$ cat src/rtl/agc_gain_loop.sv
module agc_gain_loop #(
  parameter int W         = 16,
  parameter int CW        = 16,
  parameter int FRAC      = 14,
  parameter int BIG_SHIFT = 3
) (
  input  logic          clk,
  input  logic          rst_n,
  input  logic          in_valid,
  input  logic [W-1:0]  in_sample,
  input  logic          err_src_ext,
  input  logic          adapt_en,
  input  logic          step_big,
  input  logic [W-1:0]  target_lvl,
  input  logic [W-1:0]  eq_err,
  output logic          out_valid,
  output logic [W-1:0]  out_sample,
  output logic [CW-1:0] gain_coef
);

  localparam int PW = W + CW + 1;
  localparam logic signed [PW-1:0] Y_MAX = {{(PW-W+1){1'b0}}, {(W-1){1'b1}}};
  localparam logic signed [PW-1:0] Y_MIN = {{(PW-W+1){1'b1}}, {(W-1){1'b0}}};
  localparam logic [CW:0] C_MAX    = {1'b0, {CW{1'b1}}};
  localparam logic [CW:0] STEP_LO  = (CW+1)'(1);
  localparam logic [CW:0] STEP_HI  = STEP_LO << BIG_SHIFT;
  localparam logic [CW-1:0] C_UNITY = CW'(1) << FRAC;

  // scaling
  logic signed [PW-1:0] prod, scaled;
  logic [W-1:0] y_sat;

  assign prod   = $signed(in_sample) * $signed({1'b0, gain_coef});
  assign scaled = prod >>> FRAC;
  assign y_sat  = (scaled > Y_MAX) ? Y_MAX[W-1:0] :
                  (scaled < Y_MIN) ? Y_MIN[W-1:0] : scaled[W-1:0];

  // error sign
  logic [W:0] y_ext, y_mag;
  logic y_neg, y_zero, e_neg, e_zero;
  logic go_down, go_up;

  assign y_ext  = {y_sat[W-1], y_sat};
  assign y_mag  = y_ext[W] ? (~y_ext + 1'b1) : y_ext;
  assign y_neg  = y_sat[W-1];
  assign y_zero = (y_sat == '0);
  assign e_neg  = eq_err[W-1];
  assign e_zero = (eq_err == '0);

  always_comb begin
    if (err_src_ext) begin
      go_down = !e_zero && !y_zero && (e_neg == y_neg);
      go_up   = !e_zero && !y_zero && (e_neg != y_neg);
    end else begin
      go_down = y_mag > {1'b0, target_lvl};
      go_up   = y_mag < {1'b0, target_lvl};
    end
  end

  // coefficient update
  logic [CW:0] step, c_ext, c_sum;
  logic [CW-1:0] c_next;

  assign step  = step_big ? STEP_HI : STEP_LO;
  assign c_ext = {1'b0, gain_coef};
  assign c_sum = c_ext + step;

  always_comb begin
    c_next = gain_coef;
    if (go_down)
      c_next = (c_ext < step) ? '0 : CW'(c_ext - step);
    else if (go_up)
      c_next = (c_sum > C_MAX) ? C_MAX[CW-1:0] : c_sum[CW-1:0];
  end

  always_ff @(posedge clk) begin
    if (!rst_n) begin
      gain_coef  <= C_UNITY;
      out_valid  <= 1'b0;
      out_sample <= '0;
    end else begin
      out_valid <= in_valid;
      if (in_valid) begin
        out_sample <= y_sat;
        if (adapt_en) gain_coef <= c_next;
      end
    end
  end

  // checks
  assert_valid_follows_R2: assert property (@(posedge clk) disable iff (!rst_n)
    in_valid |=> out_valid);
  assert_valid_drops_R2: assert property (@(posedge clk) disable iff (!rst_n)
    !in_valid |=> !out_valid);
  assert_frozen_coef_R6: assert property (@(posedge clk) disable iff (!rst_n)
    (in_valid && !adapt_en) |=> $stable(gain_coef));
  assert_idle_coef_R9: assert property (@(posedge clk) disable iff (!rst_n)
    !in_valid |=> $stable(gain_coef));
  assert_fine_step_R7: assert property (@(posedge clk) disable iff (!rst_n)
    (in_valid && adapt_en && !step_big) |=>
      (gain_coef == $past(gain_coef) ||
       gain_coef == $past(gain_coef) + CW'(1) ||
       gain_coef == $past(gain_coef) - CW'(1)));
  assert_no_wrap_R8: assert property (@(posedge clk) disable iff (!rst_n)
    (in_valid && adapt_en) |=>
      ((gain_coef >= $past(gain_coef)) ? (gain_coef - $past(gain_coef))
                                       : ($past(gain_coef) - gain_coef)) <= STEP_HI[CW-1:0]);
  assert_ext_ignores_target_R5: assert property (@(posedge clk) disable iff (!rst_n)
    (in_valid && adapt_en && err_src_ext && e_zero) |=> $stable(gain_coef));

endmodule

$ cat config.mk
export PLATFORM = sky130hd
export DESIGN_NAME = agc_gain_loop
export DESIGN_NICKNAME = d
export VERILOG_FILES = /design/src/rtl/agc_gain_loop.sv
export SDC_FILE = /design/constraint.sdc
export NUM_CORES = 1
export LEC_CHECK = 0
export ABC_AREA = 1
export BUFFER_PORTS_ARGS = -buffer_cell sky130_fd_sc_hd__buf_4
export CAP_MARGIN = 25
export CORE_AREA = 5 5 157 159
export DETAILED_ROUTE_END_ITERATION = 16
export DIE_AREA = 0 0 162 164
export HOLD_SLACK_MARGIN = 0.06
export PLACE_DENSITY = 0.73
export SLEW_MARGIN = 10
export SYNTH_ARGS = -nofsm -noshare
export SYNTH_HDL_FRONTEND = slang
export SYNTH_SLANG_ARGS = --single-unit
$ cat constraint.sdc
create_clock -name clk -period 12.9 [get_ports clk]
set_input_delay 0.645 -clock clk [delete_from_list [all_inputs] [get_ports clk]]
set_output_delay 0.645 -clock clk [all_outputs]
set_load 0.1 [all_outputs]
==> results.txt <==
Adding up every negative setup slack in the final design gives 0 ns. In the finished design, the share of the clock period the worst path needs comes to 79.4%. The area of the core is 0.0231 mm^2. Sorting the synthesized cells by area gives the leading types as fa_1 31%, nand2_1 15%, inv_1 14%.

Sequential elements use 5.31% of the synthesized area. Counting along the longest clock path gives a buffer depth of 2. For the number of max-slew violations in the final report, the log shows 0. Across the run, the number of max-cap violations was 0. For this run, the slowest stage of the critical path takes 1.03 ns. In this run the vertical extent of the chip is 164 um.

For this configuration, the core starts out at a cell density of 53.8%. Number of filler cells placed in the layout: 2197. The number of hold violations in the final report was 0. The die extent in x works out to 162 um. The logs give 32400 um for the routed wire length and 11100 for the via count. Setup repair after global routing left no endpoint under its margin.

Setup violations remaining at the end of the flow were counted as 0. The number of hold buffers added after CTS is 0, and the required time at the endpoint of the critical path is 13.12 ns. The congestion estimate from routability-driven global placement came to 0.934.

The normalized max-slew margin is 27.4%, and the initial detailed-routing violation count is 970. The most common cell type on the critical path is nand2_1. For the worst setup path, the data arrival time is 10.45 ns.

For this run, the leading register cell type out of synthesis is dfxtp_1. The worst-path maximum fanout was 21; the number of placed I/O pins was 87. The largest net degree at the start of global routing was 33.

The first global-routing pass estimated 54500 um of wire. The tools report the HPWL after detailed placement as 26200 um. The number of setup buffers added after CTS is 0. The floorplan has 56 rows. Cell at the slowest stage of the critical path: dfxtp_1.

Counting the buffers created by CTS gives 5. The library cells used most frequently in the layout, excluding fill and tap cells, are 503 x nand2_1, 478 x inv_1, 193 x fa_1. The post-detailed-route wirelength per cell came out at 15.2 um. For the final worst slack, the log shows 2.66 ns. For the CTS H-tree depth, the log shows 2. The tools report the root buffer selected by CTS as clkbuf_16. The initial antenna violation count was 0. The total DRC errors in the routed layout is 0, and the count of unique library cells instantiated by Yosys is 45.

The tools report the floorplan die area as 0.0266 mm^2. For met3 alone, demand over resource in global routing was 3.69%. The type of the setup path with the least slack was flip-flop to flip-flop. 0 antenna diodes ended up in the layout. Static timing analysis puts the maximum clock frequency at 97.7 MHz. Synthesis produced a netlist with a net count of 2201. The count of nets left with antenna violations once routing finished came out at 0. Gates resized during post-CTS repair numbered 0.

TritonCTS built the clock tree. In this run, synthesis produced a sequential element count of 33. The worst setup timing slack at the placement stage was 2.77 ns. STA classifies the critical path startpoint as a flip-flop. The share of final-layout standard cells stronger than drive strength 1 is 7.60%, and the worst clock skew is 0.00518 ns. Clock latency on the worst-skew pair, taken at its later pin, is 0.28 ns. The class of the worst hold path was flip-flop to flip-flop. Clock period minus final worst setup slack: 10.24 ns. For met2 alone, demand over resource in global routing was 43.8%. STA classifies the critical path endpoint as a flip-flop.

After synthesis, the share of flip-flops with an asynchronous set or reset is 0%. The number of iterations in the first detailed-routing pass is 5, and the area growth from synthesis to layout is 7.53%. Via count of the first global-routing pass: 11200.

The run finished with clean final reports. The largest total area in the synthesized netlist belongs to fa_1. The number of port buffers works out to 86.

For the pin with the worst max-slew slack, the measured transition is 1.09 ns. After clock tree synthesis, the clock-pin slew on the worst setup and hold paths is 0.06 ns. The run gives 33 as the count of clock tree sinks.

The global-route usage over all layers was 25.2%; the number of nets in the layout was 2229. Counting flops with a built-in enable in the synthesized netlist gives 0. For met1 alone, demand over resource in global routing was 33.8%.

Averaged over all synthesized cells, the footprint is 6.87 um^2. The most frequent standard cell in the layout excluding fill and tap cells was nand2_1. For this run, the number of Yosys warnings is 0. In the routed layout, each cell is associated on average with a via count of 5.20. In this run the most used layer during global routing was met2. After technology mapping, the gate count stands at 1812. Summed over its instances, the top area cell type makes up 31.1% of the synthesized netlist area.

The total overflow left after global routing is 0. The tools report the netlist area before placement as 0.0124 mm^2. The final design utilization came out at 57.9%.
==> cells by family (layout without fill, tap and decap cells) <==
logic type               count (synthesis)  count (layout)  share of synthesized area (%)
flip-flops                              33              33                           5.31
AO/OA/AOI/OAI                          140             140                           6.16
adder cells (fa/ha/maj)                335             335                           45.3
AND/OR/NAND/NOR                        714             714                           23.7
XOR/XNOR                                32              32                           2.25
buffers and inverters                  557             586                           17.2
multiplexers                             1               1                         0.0804
==> cell type report <==
cell class / instances / area, um^2 / share of cell area (%)
Clock buffer: 7 / 153 / 1.14
Inverter: 482 / 1810 / 13.5
Clock inverter: 1 / 5.00 / 0.0374
Tap cell: 290 / 363 / 2.71
Timing Repair Buffer: 96 / 741 / 5.54
Sequential cell: 33 / 661 / 4.94
Multi-Input combinational cell: 1222 / 9650 / 72.1
==> worst max-delay path, delay by kind of cell (launching register included) <==
kind	cells	cell delay, ns
flip-flops	1	1.03
XOR/XNOR	1	0.14
AO/OA/AOI/OAI	8	1.74
adder cells (fa/ha/maj)	9	4.02
AND/OR/NAND/NOR	21	2.49
buffers and inverters	8	0.70
==> layer usage <==
layer | vias to the layer above | routed length, um
met1 | 5274 | 13800
met2 | 376 | 15700
met5 | - | 0
li1 | 5363 | -
met4 | 0 | 776
met3 | 58 | 2180
==> cells in the mapped netlist (all sizes together) (3+ instances only) <==
cell type,count
o21ai,51
nand4,9
a31oi,3
buf,20
nand3,40
nor4,11
nor2,106
or2,5
inv,480
clkbuf,55
ha,142
dfxtp,33
o31ai,3
a21o,4
o21bai,5
nor3,16
o211ai,6
xor2,24
nand3b,4
nand2,519
fa,193
a21oi,63
xnor2,8
==> registers in the layout, summed over array words and instances (netlist names) <==
signal,cells
gain_coef,16
out_sample,16
out_valid,1
==> path summary, 6_finish.rpt <==
| path | startpoint | to | slack [ns] | cells after the start |
|---|---|---|---|---|
| worst max register to register | gain_coef[8] | gain_coef[8] | 2.66 | 47 |
| worst min-delay path | out_sample[1] | out_sample[1] | 0.49 | 2 |
| worst max-delay path | gain_coef[8] | gain_coef[8] | 2.66 | 47 |
| worst min register to register | out_sample[1] | out_sample[1] | 0.49 | 2 |
==> stage by stage <==
step | instances | instance area [um^2] | hold slack, ns
6_report | 2131 | 13400 | 0.487
5_1_grt | 2131 | 13400 | 0.531
4_1_cts | 2130 | 13400 | 0.486
3_5_place_dp | 2122 | 13200 | 0.468
3_3_place_gp | 2122 | 13200 | 0.467
2_1_floorplan | 1812 | 12400 | 0.783
Power is not shown: default switching activity piles up to over one toggle a cycle in this logic, so the estimate is an artifact.
